===== src/rtl/nic_reg_pkg.sv =====
package nic_reg_pkg;

    localparam int PTR_W  = 8;
    localparam int REG_W  = 16;
    localparam int DATA_W = 32;
    localparam int OFS_W  = 5;

    localparam logic [OFS_W-1:0] OFS_CSR    = 5'h10;
    localparam logic [OFS_W-1:0] OFS_PTR_WD = 5'h12;
    localparam logic [OFS_W-1:0] OFS_PTR_DW = 5'h14;
    localparam logic [OFS_W-1:0] OFS_BCR_WD = 5'h16;
    localparam logic [OFS_W-1:0] OFS_BCR_DW = 5'h1C;

    localparam logic [PTR_W-1:0] IDX_STAT = 8'd0;
    localparam logic [PTR_W-1:0] IDX_MASK = 8'd3;
    localparam logic [PTR_W-1:0] IDX_MCNT = 8'd112;

    localparam int B_ERR  = 15;
    localparam int B_RSV  = 14;
    localparam int B_CERR = 13;
    localparam int B_MISS = 12;
    localparam int B_MERR = 11;
    localparam int B_IEN  = 6;

    typedef enum logic [1:0] {
        PORT_NONE = 2'd0,
        PORT_CSR  = 2'd1,
        PORT_PTR  = 2'd2,
        PORT_BCR  = 2'd3
    } port_e;

    typedef struct packed {
        logic cerr;
        logic miss;
        logic merr;
    } flags_t;

    typedef struct packed {
        logic mask_miss;
        logic mask_merr;
        logic ien;
    } ctrl_t;

    function automatic port_e decode_port(input logic [OFS_W-1:0] ofs, input logic dw);
        port_e p;
        p = PORT_NONE;
        if (ofs == OFS_CSR)
            p = PORT_CSR;
        else if (ofs == (dw ? OFS_PTR_DW : OFS_PTR_WD))
            p = PORT_PTR;
        else if (ofs == (dw ? OFS_BCR_DW : OFS_BCR_WD))
            p = PORT_BCR;
        return p;
    endfunction

    function automatic logic [REG_W-1:0] pack_status(input flags_t f, input logic ien);
        logic [REG_W-1:0] w;
        w         = '0;
        w[B_ERR]  = f.cerr | f.miss | f.merr;
        w[B_RSV]  = 1'b0;
        w[B_CERR] = f.cerr;
        w[B_MISS] = f.miss;
        w[B_MERR] = f.merr;
        w[B_IEN]  = ien;
        return w;
    endfunction

endpackage


===== src/rtl/nic_ptr_reg.sv =====
module nic_ptr_reg
    import nic_reg_pkg::*;
#(
    parameter int W = PTR_W
) (
    input  logic         clk,
    input  logic         rst_any,
    input  logic         wr_en,
    input  logic [W-1:0] wdata,
    output logic [W-1:0] ptr
);

    always_ff @(posedge clk) begin
        if (rst_any)
            ptr <= '0;
        else if (wr_en)
            ptr <= wdata;
    end

endmodule


===== src/rtl/nic_status_unit.sv =====
module nic_status_unit
    import nic_reg_pkg::*;
#(
    parameter int CNT_W = 16
) (
    input  logic             clk,
    input  logic             rst_any,
    input  logic             stop_set,
    input  logic             full_duplex,
    input  logic             ev_coll_fail,
    input  logic             ev_miss,
    input  logic             ev_mem_err,
    input  logic             wr_stat,
    input  logic             wr_mask,
    input  logic [REG_W-1:0] wdata,
    output flags_t           flags,
    output ctrl_t            ctrl,
    output logic [CNT_W-1:0] miss_cnt,
    output logic [REG_W-1:0] stat_word,
    output logic [REG_W-1:0] mask_word,
    output logic             intr
);

    localparam int NFLAG = 3;

    logic [NFLAG-1:0] set_v;
    logic [NFLAG-1:0] clr_v;
    logic [NFLAG-1:0] flag_q;
    logic             unused_wbits;

    assign unused_wbits = ^{wdata[15:14], wdata[10:7], wdata[5:0]};

    // index 2 = collision-test, 1 = missed frame, 0 = memory error
    assign set_v = {ev_coll_fail & ~full_duplex, ev_miss, ev_mem_err};
    assign clr_v = {(wr_stat & wdata[B_CERR]) | stop_set,
                    wr_stat & wdata[B_MISS],
                    wr_stat & wdata[B_MERR]};

    for (genvar gi = 0; gi < NFLAG; gi++) begin : g_flag
        always_ff @(posedge clk) begin
            if (rst_any)
                flag_q[gi] <= 1'b0;
            else if (set_v[gi])
                flag_q[gi] <= 1'b1;
            else if (clr_v[gi])
                flag_q[gi] <= 1'b0;
        end
    end

    assign flags = flag_q;

    always_ff @(posedge clk) begin
        if (rst_any) begin
            ctrl <= '0;
        end else begin
            if (wr_stat)
                ctrl.ien <= wdata[B_IEN];
            if (wr_mask) begin
                ctrl.mask_miss <= wdata[B_MISS];
                ctrl.mask_merr <= wdata[B_MERR];
            end
        end
    end

    always_ff @(posedge clk) begin
        if (rst_any)
            miss_cnt <= '0;
        else if (ev_miss)
            miss_cnt <= miss_cnt + CNT_W'(1);
    end

    always_comb begin
        stat_word = pack_status(flags, ctrl.ien);
        mask_word = '0;
        mask_word[B_MISS] = ctrl.mask_miss;
        mask_word[B_MERR] = ctrl.mask_merr;
    end

    assign intr = ctrl.ien & ((flags.miss & ~ctrl.mask_miss) |
                              (flags.merr & ~ctrl.mask_merr));

endmodule


===== src/rtl/nic_bcr_bank.sv =====
module nic_bcr_bank
    import nic_reg_pkg::*;
#(
    parameter int N_BCR = 4,
    parameter int W     = REG_W
) (
    input  logic             clk,
    input  logic             rst_any,
    input  logic             wr_en,
    input  logic [PTR_W-1:0] idx,
    input  logic [W-1:0]     wdata,
    output logic [W-1:0]     rdata
);

    logic [W-1:0] regs [N_BCR];

    for (genvar gi = 0; gi < N_BCR; gi++) begin : g_bcr
        always_ff @(posedge clk) begin
            if (rst_any)
                regs[gi] <= '0;
            else if (wr_en && idx == PTR_W'(gi))
                regs[gi] <= wdata;
        end
    end

    always_comb begin
        rdata = '0;
        for (int i = 0; i < N_BCR; i++)
            if (idx == PTR_W'(i))
                rdata = regs[i];
    end

endmodule


===== src/rtl/nic_reg_access.sv =====
module nic_reg_access
    import nic_reg_pkg::*;
#(
    parameter int N_BCR = 4,
    parameter int CNT_W = 16
) (
    input  logic              clk,
    input  logic              rst,
    input  logic              soft_rst,
    input  logic              dword_mode,
    input  logic [OFS_W-1:0]  io_addr,
    input  logic              io_rd,
    input  logic              io_wr,
    input  logic [DATA_W-1:0] io_wdata,
    output logic [DATA_W-1:0] io_rdata,
    input  logic              full_duplex,
    input  logic              stop_set,
    input  logic              ev_coll_fail,
    input  logic              ev_miss,
    input  logic              ev_mem_err,
    output logic              intr
);

    port_e             port_sel;
    logic              rst_any;
    logic [PTR_W-1:0]  ptr_q;
    flags_t            flags_q;
    ctrl_t             ctrl_q;
    logic [CNT_W-1:0]  miss_cnt;
    logic [REG_W-1:0]  stat_word;
    logic [REG_W-1:0]  mask_word;
    logic [REG_W-1:0]  bcr_rd;
    logic [REG_W-1:0]  csr_rd;
    logic [REG_W-1:0]  cnt_word;
    logic              wr_ptr, wr_csr, wr_bcr;
    logic              unused_hi;

    assign unused_hi = ^io_wdata[DATA_W-1:REG_W];

    assign port_sel = decode_port(io_addr, dword_mode);
    assign rst_any  = rst | soft_rst;
    assign wr_ptr   = io_wr && (port_sel == PORT_PTR);
    assign wr_csr   = io_wr && (port_sel == PORT_CSR);
    assign wr_bcr   = io_wr && (port_sel == PORT_BCR);

    nic_ptr_reg #(.W(PTR_W)) u_ptr (
        .clk     (clk),
        .rst_any (rst_any),
        .wr_en   (wr_ptr),
        .wdata   (io_wdata[PTR_W-1:0]),
        .ptr     (ptr_q)
    );

    nic_status_unit #(.CNT_W(CNT_W)) u_stat (
        .clk          (clk),
        .rst_any      (rst_any),
        .stop_set     (stop_set),
        .full_duplex  (full_duplex),
        .ev_coll_fail (ev_coll_fail),
        .ev_miss      (ev_miss),
        .ev_mem_err   (ev_mem_err),
        .wr_stat      (wr_csr && (ptr_q == IDX_STAT)),
        .wr_mask      (wr_csr && (ptr_q == IDX_MASK)),
        .wdata        (io_wdata[REG_W-1:0]),
        .flags        (flags_q),
        .ctrl         (ctrl_q),
        .miss_cnt     (miss_cnt),
        .stat_word    (stat_word),
        .mask_word    (mask_word),
        .intr         (intr)
    );

    nic_bcr_bank #(.N_BCR(N_BCR), .W(REG_W)) u_bcr (
        .clk     (clk),
        .rst_any (rst_any),
        .wr_en   (wr_bcr),
        .idx     (ptr_q),
        .wdata   (io_wdata[REG_W-1:0]),
        .rdata   (bcr_rd)
    );

    always_comb begin
        cnt_word = '0;
        cnt_word[CNT_W-1:0] = miss_cnt;
        unique case (ptr_q)
            IDX_STAT: csr_rd = stat_word;
            IDX_MASK: csr_rd = mask_word;
            IDX_MCNT: csr_rd = cnt_word;
            default:  csr_rd = '0;
        endcase
    end

    always_comb begin
        io_rdata = '0;
        if (io_rd) begin
            unique case (port_sel)
                PORT_PTR: io_rdata[PTR_W-1:0] = ptr_q;
                PORT_CSR: io_rdata[REG_W-1:0] = csr_rd;
                PORT_BCR: io_rdata[REG_W-1:0] = bcr_rd;
                default:  io_rdata = '0;
            endcase
        end
    end

endmodule


===== config.mk =====
export PLATFORM = sky130hd
export DESIGN_NAME = nic_reg_access
export DESIGN_NICKNAME = d
export VERILOG_FILES = /design/src/rtl/nic_reg_pkg.sv /design/src/rtl/nic_ptr_reg.sv /design/src/rtl/nic_status_unit.sv /design/src/rtl/nic_bcr_bank.sv /design/src/rtl/nic_reg_access.sv
export SDC_FILE = /design/constraint.sdc
export NUM_CORES = 1
export LEC_CHECK = 0
export ABC_AREA = 1
export BUFFER_PORTS_ARGS = -buffer_cell sky130_fd_sc_hd__buf_2
export CORE_AREA = 2 2 138 86
export DETAILED_ROUTE_END_ITERATION = 8
export DIE_AREA = 0 0 140 88
export GPL_ROUTABILITY_DRIVEN = 0
export HOLD_SLACK_MARGIN = 0.06
export PLACE_DENSITY = 0.86
export SYNTH_ARGS = -nofsm -noshare
export SYNTH_HDL_FRONTEND = slang
export SYNTH_HIERARCHICAL = 1
export SYNTH_SLANG_ARGS = --single-unit

===== constraint.sdc =====
create_clock -name clk -period 1.7 [get_ports clk]
set_input_delay 0.085 -clock clk [delete_from_list [all_inputs] [get_ports clk]]
set_output_delay 0.085 -clock clk [all_outputs]
set_load 0.05 [all_outputs]

=== After elaboration in Yosys (flattened, before gate mapping) ===
Memories as Yosys holds them, arrays and structs flattened.
Index checks and enable logic that the tools add are counted.

* Register bits: 30
* RAM bits: 64
* Output and inout bits: 33
* Memories: 1

* Add/sub/neg operators: 1
* Equal/unequal tests: 10
* Multiplexer cells: 37
* Bitwise operators: 19
* Reduce and logical (&&, ||, !) cells: 13

{| class="wikitable"
|+ Memories
! name !! words !! bits a word !! rd ports !! clocked after Yosys merged registers in !! wr ports !! RTL line !! RTL
|-
| u_bcr.regs || 4 || 16 || 4 || 0 || 4 || nic_bcr_bank.sv:15 || <nowiki>logic [W-1:0] regs [N_BCR];</nowiki>
|}

{| class="wikitable"
|+ Operators with widths
! kind !! count
|-
| 2-to-1 mux 16 bit || 9
|-
| case mux 16 bit (3 select lines) || 1
|-
| case mux 8 bit (3 select lines) || 1
|-
| 2-to-1 mux 1 bit || 20
|-
| adder 16 x 1 -> 16 bit, second input constant || 1
|-
| equality test 8 x 2 -> 1 bit, second input constant || 2
|-
| case mux 8 bit (2 select lines) || 1
|-
| equality test 5 bit || 2
|-
| logical AND 1 bit || 9
|-
| OR 1 bit || 9
|-
| equality test 8 x 1 -> 1 bit, second input constant || 1
|-
| equality test 8 x 7 -> 1 bit, second input constant || 1
|-
| logical NOT 8 bit || 1
|-
| bitwise AND 1 bit || 7
|-
| 2-to-1 mux 2 bit || 3
|-
| nonzero test 2 bit || 3
|-
| equality test 5 bit, second input constant || 1
|-
| equality test 2 bit, second input constant || 2
|-
| 2-to-1 mux 4 bit || 1
|-
| 2-to-1 mux 3 bit || 1
|-
| inverter 1 bit || 3
|-
| equality test 2 x 1 -> 1 bit, second input constant || 1
|}

=== Depth between registers and ports, before layout ===
* Depth in word-level cells: 12
* Mapped depth: 11
* Gate-level depth less buffers: 9

=== By module ===
The synthesis kept the hierarchy.

{| class="wikitable"
|+ By module, submodules not included
! module !! instances !! cells an instance !! area each (µm²) !! sequential area each (µm²)
|-
| nic_bcr_bank || 1 || 273 || 3,080.5 || 1,921.8
|-
| nic_status_unit || 1 || 181 || 1,288.7 || 440.4
|-
| nic_reg_access || 1 || 215 || 1,082.3 || 0.0
|-
| nic_ptr_reg || 1 || 51 || 341.6 || 160.2
|}

=== Least setup slack after synthesis ===
OpenSTA, ideal clock, no wires.

* Path kind: flip-flop to output port
* Start: reg u_ptr.ptr[1]
* End: out io_rdata[7]
* Data arrival time: 2,088 ps
* Setup slack: -473 ps
* Stages on the path, launching flop included: 10
* Buffers on the path: 1
* Cells stage by stage: dfxtp_1 > nand2_2 > nor2_2 > buf_4 > nand3_1 > nand4_1 > inv_1 > nor2_1 > nor2_1 > a21oi_1

* Word-level cells in the longest chain between the ends: 7

{| class="wikitable"
|+ RTL lines
! what !! RTL line !! RTL
|-
| from (decl) || nic_ptr_reg.sv:10 || <nowiki>output logic [W-1:0] ptr</nowiki>
|-
| from (signal assigned) || nic_ptr_reg.sv:17 || <nowiki>ptr <= wdata;</nowiki>
|-
| logical NOT 8 bit || nic_bcr_bank.sv:29 || <nowiki>if (idx == PTR_W'(i))</nowiki>
|-
| 2-to-1 mux 16 bit (3 in a row) || nic_bcr_bank.sv:29 ||
|-
| 2-to-1 mux 16 bit (*) || nic_bcr_bank.sv:29 ||
|-
| net bcr_rd[7] || nic_reg_access.sv:32 || <nowiki>logic [REG_W-1:0] bcr_rd;</nowiki>
|-
| case mux 8 bit (3 select lines) (*) || nic_reg_access.sv:96 || <nowiki>unique case (port_sel)</nowiki>
|-
| 2-to-1 mux 16 bit (*) || nic_reg_access.sv:95 || <nowiki>if (io_rd) begin</nowiki>
|-
| to (decl) || nic_reg_access.sv:15 || <nowiki>output logic [DATA_W-1:0] io_rdata,</nowiki>
|}

Mark *: on every way through the listed nets, which the timed path passes. The rest lies on a longest branch.

=== Worst setup path after layout ===
* Start: reg u_ptr.ptr[6]
* End: out io_rdata[15]

* Word-level cells in the longest chain between the ends: 7

{| class="wikitable"
|+ RTL lines
! what !! RTL line
|-
| logical NOT 8 bit || nic_bcr_bank.sv:29
|-
| 2-to-1 mux 16 bit (3 in a row) || nic_bcr_bank.sv:29
|-
| 2-to-1 mux 16 bit (*) || nic_bcr_bank.sv:29
|-
| net bcr_rd[15] || nic_reg_access.sv:32
|-
| case mux 8 bit (2 select lines) (*) || nic_reg_access.sv:96
|-
| 2-to-1 mux 16 bit (*) || nic_reg_access.sv:95
|}

Marked as above.

==> results by group <==
Global routing
  • GRT Total Usage: 27.2%
  • Vias in the first global route: 5055
  • Total gr overflow: 0
  • Met2 global-route usage: 45.0%
  • Initial antenna violation count: 0
  • First-pass GRT wire length: 25800 µm
  • Largest net degree at the start of global routing: 17
  • GR Layer Usage met3: 5.36%
  • Grt peak-use layer: met2
  • GR Util met1: 37.1%

Placement
  • Instance area at placement: 6450 µm²
  • HPWL Detailed: 10500 µm
  • Buffers on Ports: 48
  • Post-Place Worst Slack: -0.0819 ns
  • Placed cells: 929

Floorplanning
  • Initial Util: 52.3%
  • Ports: 81
  • Total core area: 11100 µm²
  • Row count: 30
  • Die Y: 88 µm
  • Full die area: 12300 µm²
  • Die width: 140 µm

Drt
  • DR WL/cell: 17.0 µm
  • Post-Route WL: 16600 µm
  • Drc violations: 3
  • Antenna-violating nets left: 0
  • First-pass DRT Iterations: 7
  • Vias per cell: 5.50
  • Initial DRC count: 548
  • Vias: 5361

Clock tree
  • Clock Sinks: 94
  • Total CTS buffers: 9
  • Root buffer cell: clkbuf_16
  • Clk_lat worst skew: 0.35 ns
  • TritonCTS clock tree: done
  • H-tree depth: 3
  • CTS max path bufs: 2
  • Reg clk slew, reported paths: 0.07 ns

Timing
  • Fin crit period: 2.08 ns
  • RSZ-0062 raised after global routing: true
  • Final Hold Viols: 0
  • Hold WS: 0.0969 ns
  • Fmax: 481 MHz
  • Layout Skew: 0.00750 ns
  • Max-slew violations: 0
  • Setup TNS Final: -5.44 ns
  • Endpoints failing setup: 17
  • Worst-Margin Slew: 0.513 ns
  • Final WS setup: -0.379 ns
  • Period utilization: 122%
  • Slew headroom: 65.8%

Pwr
  • Sw Pwr: 1.33 mW
  • Static Leak: 3.00 nW
  • Switch share: 25.8%
  • Logic pwr share: 11.3%
  • Final Power: 5.17 mW
  • Peak supply drop: 0.478 mV
  • Share of power burned in registers: 48.8%
  • PD cells: 700 nW/µm²
  • Internal power: 3.84 mW
  • Clock Power Share: 39.9%

Outcome
  • Status: finished, violations left
  • Failing checks: design-rule violations, negative setup slack

Setup path
  • Req. time, crit path: 1.62 ns
  • Most frequent CP cell: nand2_1
  • Cells along the critical path: nor2_4 > nand2_4 > buf_12 > nor2_8 > buf_4 > nand2_1 > nand4_1 > nand2_1 > a21oi_2 > buf_6
  • WP buf/inv: 3
  • Setup CP Type: reg -> out
  • Worst setup startpoint: u_ptr/ptr[6]
  • Critical path's top delay family: simple AND/OR/NAND/NOR gates
  • Startpoint types: register
  • Worst path slowest cell: dfxtp_2
  • CP Capture Type: output port
  • Arr. time, crit path: 1.99 ns
  • Largest stage delay on the critical path: 0.34 ns
  • Crit path max fanout: 6
  • Worst r2r src: u_ptr/ptr[3]

Synthesis
  • Most numerous cell in the Yosys netlist: nand2_1
  • YS warnings: 6
  • Commonest cells post-synth: 127 x nand2_1, 104 x nand3_1, 90 x nor2_1, 71 x inv_1, 64 x edfxtp_1
  • Syn_area_per_cell: 8.05 µm²
  • Netlist cell types: 31
  • Cell taking the most area after synthesis: edfxtp_1
  • EDFF count, synth: 64
  • Seq/Total Area, Yosys: 43.5%
  • Synth top area share: 33.2%
  • Post-synth ARST share: 0%
  • Top FF cell, synth: edfxtp_1
  • Area contributors post-synth: edfxtp_1 33%, dfxtp_1 10%, nand3_1 9.0%
  • Post-synthesis cell count: 720
  • Yosys reg bits: 94
  • Mapped Area: 5790 µm²

Layout
  • Fillers: 788
  • N_diodes: 0
  • Post-route cell area: 7390 µm²
  • Fin util: 66.7%
  • Nets@finish: 875
  • Area delta synth->final: 27.5%
  • Post-route insts no fill: 975
  • Layout cells sized above 1: 32.7%

Min path
  • Hold/Removal Path Class: in -> reg
  • Hold Path Origin: io_wdata[15]

Run
  • Number of max-cap violations: 0
-- routing by layer --
layer / part of all wire, % / vias up
li1: - / 2483
met1: 42 / 2500
met2: 45 / 333
met3: 11 / 45
met4: 2.0 / 0
met5: 0 / -
-- final timing paths --
path         cells after the start  slack (ns)                 end
min reg2reg                      2        0.51  u_stat/miss_cnt[6]
min                              3         0.1   u_bcr/regs[2][15]
max                             10       -0.38        io_rdata[15]
max reg2reg                     10       -0.01     u_stat/flags[0]
-- power by group through the flow --
stage	Sequential (mW)	Combinational, mW	Clock, mW
global route	2.53	0.621	2.15
detailed placement	2.58	0.483	0
CTS	2.52	0.551	2.06
finish	2.52	0.583	2.06
floorplan	2.57	0.404	0
global placement	2.58	0.474	0
-- layout by cell type (no fill, tap or decap), types with 4 or more instances in the layout --
master	n
nand2_1	118
nand3_1	98
nor2_1	77
inv_1	67
edfxtp_1	64
nor2_2	55
conb_1	41
buf_4	39
buf_2	32
buf_6	25
dfxtp_1	22
a21oi_1	17
nand4_1	17
nor2_4	16
nand2_2	15
a21oi_4	13
dlygate4sd3_1	13
nor3_1	12
buf_12	12
clkbuf_16	9
nand3_2	8
inv_2	7
o21ai_0	7
dfxtp_2	5
a21oi_2	4
nand3_4	4
nand2_4	4
-- repair_timing --
item,4_1_cts,5_1_grt
buffers inserted,9,3
resized for setup,79,23
endpoints found under the setup margin,33,64
hold buffers,13,0
endpoints found under the hold margin,10,0
gates cloned,5,0
pin swaps,25,17
-- state kept, by name, indices dropped and copies added (netlist names) --
register         flops
u_ptr/ptr            8
u_bcr/regs          64
u_stat/miss_cnt     16
u_stat/flags         3
u_stat/ctrl          3
-- final cells by class --
| class | count | area (µm²) | share of cell area, % |
|---|---|---|---|
| Clock inverter | 6 | 70.1 | 0.949 |
| Tap cell | 144 | 180 | 2.44 |
| Clock buffer | 10 | 229 | 3.10 |
| Multi-Input combinational cell | 519 | 2870 | 38.8 |
| Inverter | 76 | 290 | 3.93 |
| Timing Repair Buffer | 126 | 1210 | 16.4 |
| Sequential cell | 94 | 2540 | 34.4 |
-- cell families after synthesis --
group | synth area share, %
and+or+nand+nor | 37.3
AOI/OAI and AO/OA | 3.78
adders and majority gates | 0.216
DFF | 43.5
buffers and inverters | 15.0
other | 0.130
-- worst reg2reg max path: stages, from the launching register on --
cell and delay, ns:
dfxtp_2 0.35, buf_4 0.15, nor2_2 0.09, nand2_2 0.10, nor2_4 0.20, inv_2 0.09, nor3_4 0.23, buf_6 0.15
nand2_1 0.05, a21oi_1 0.13, nor2_1 0.05
Power figures use the tool's default switching activity.
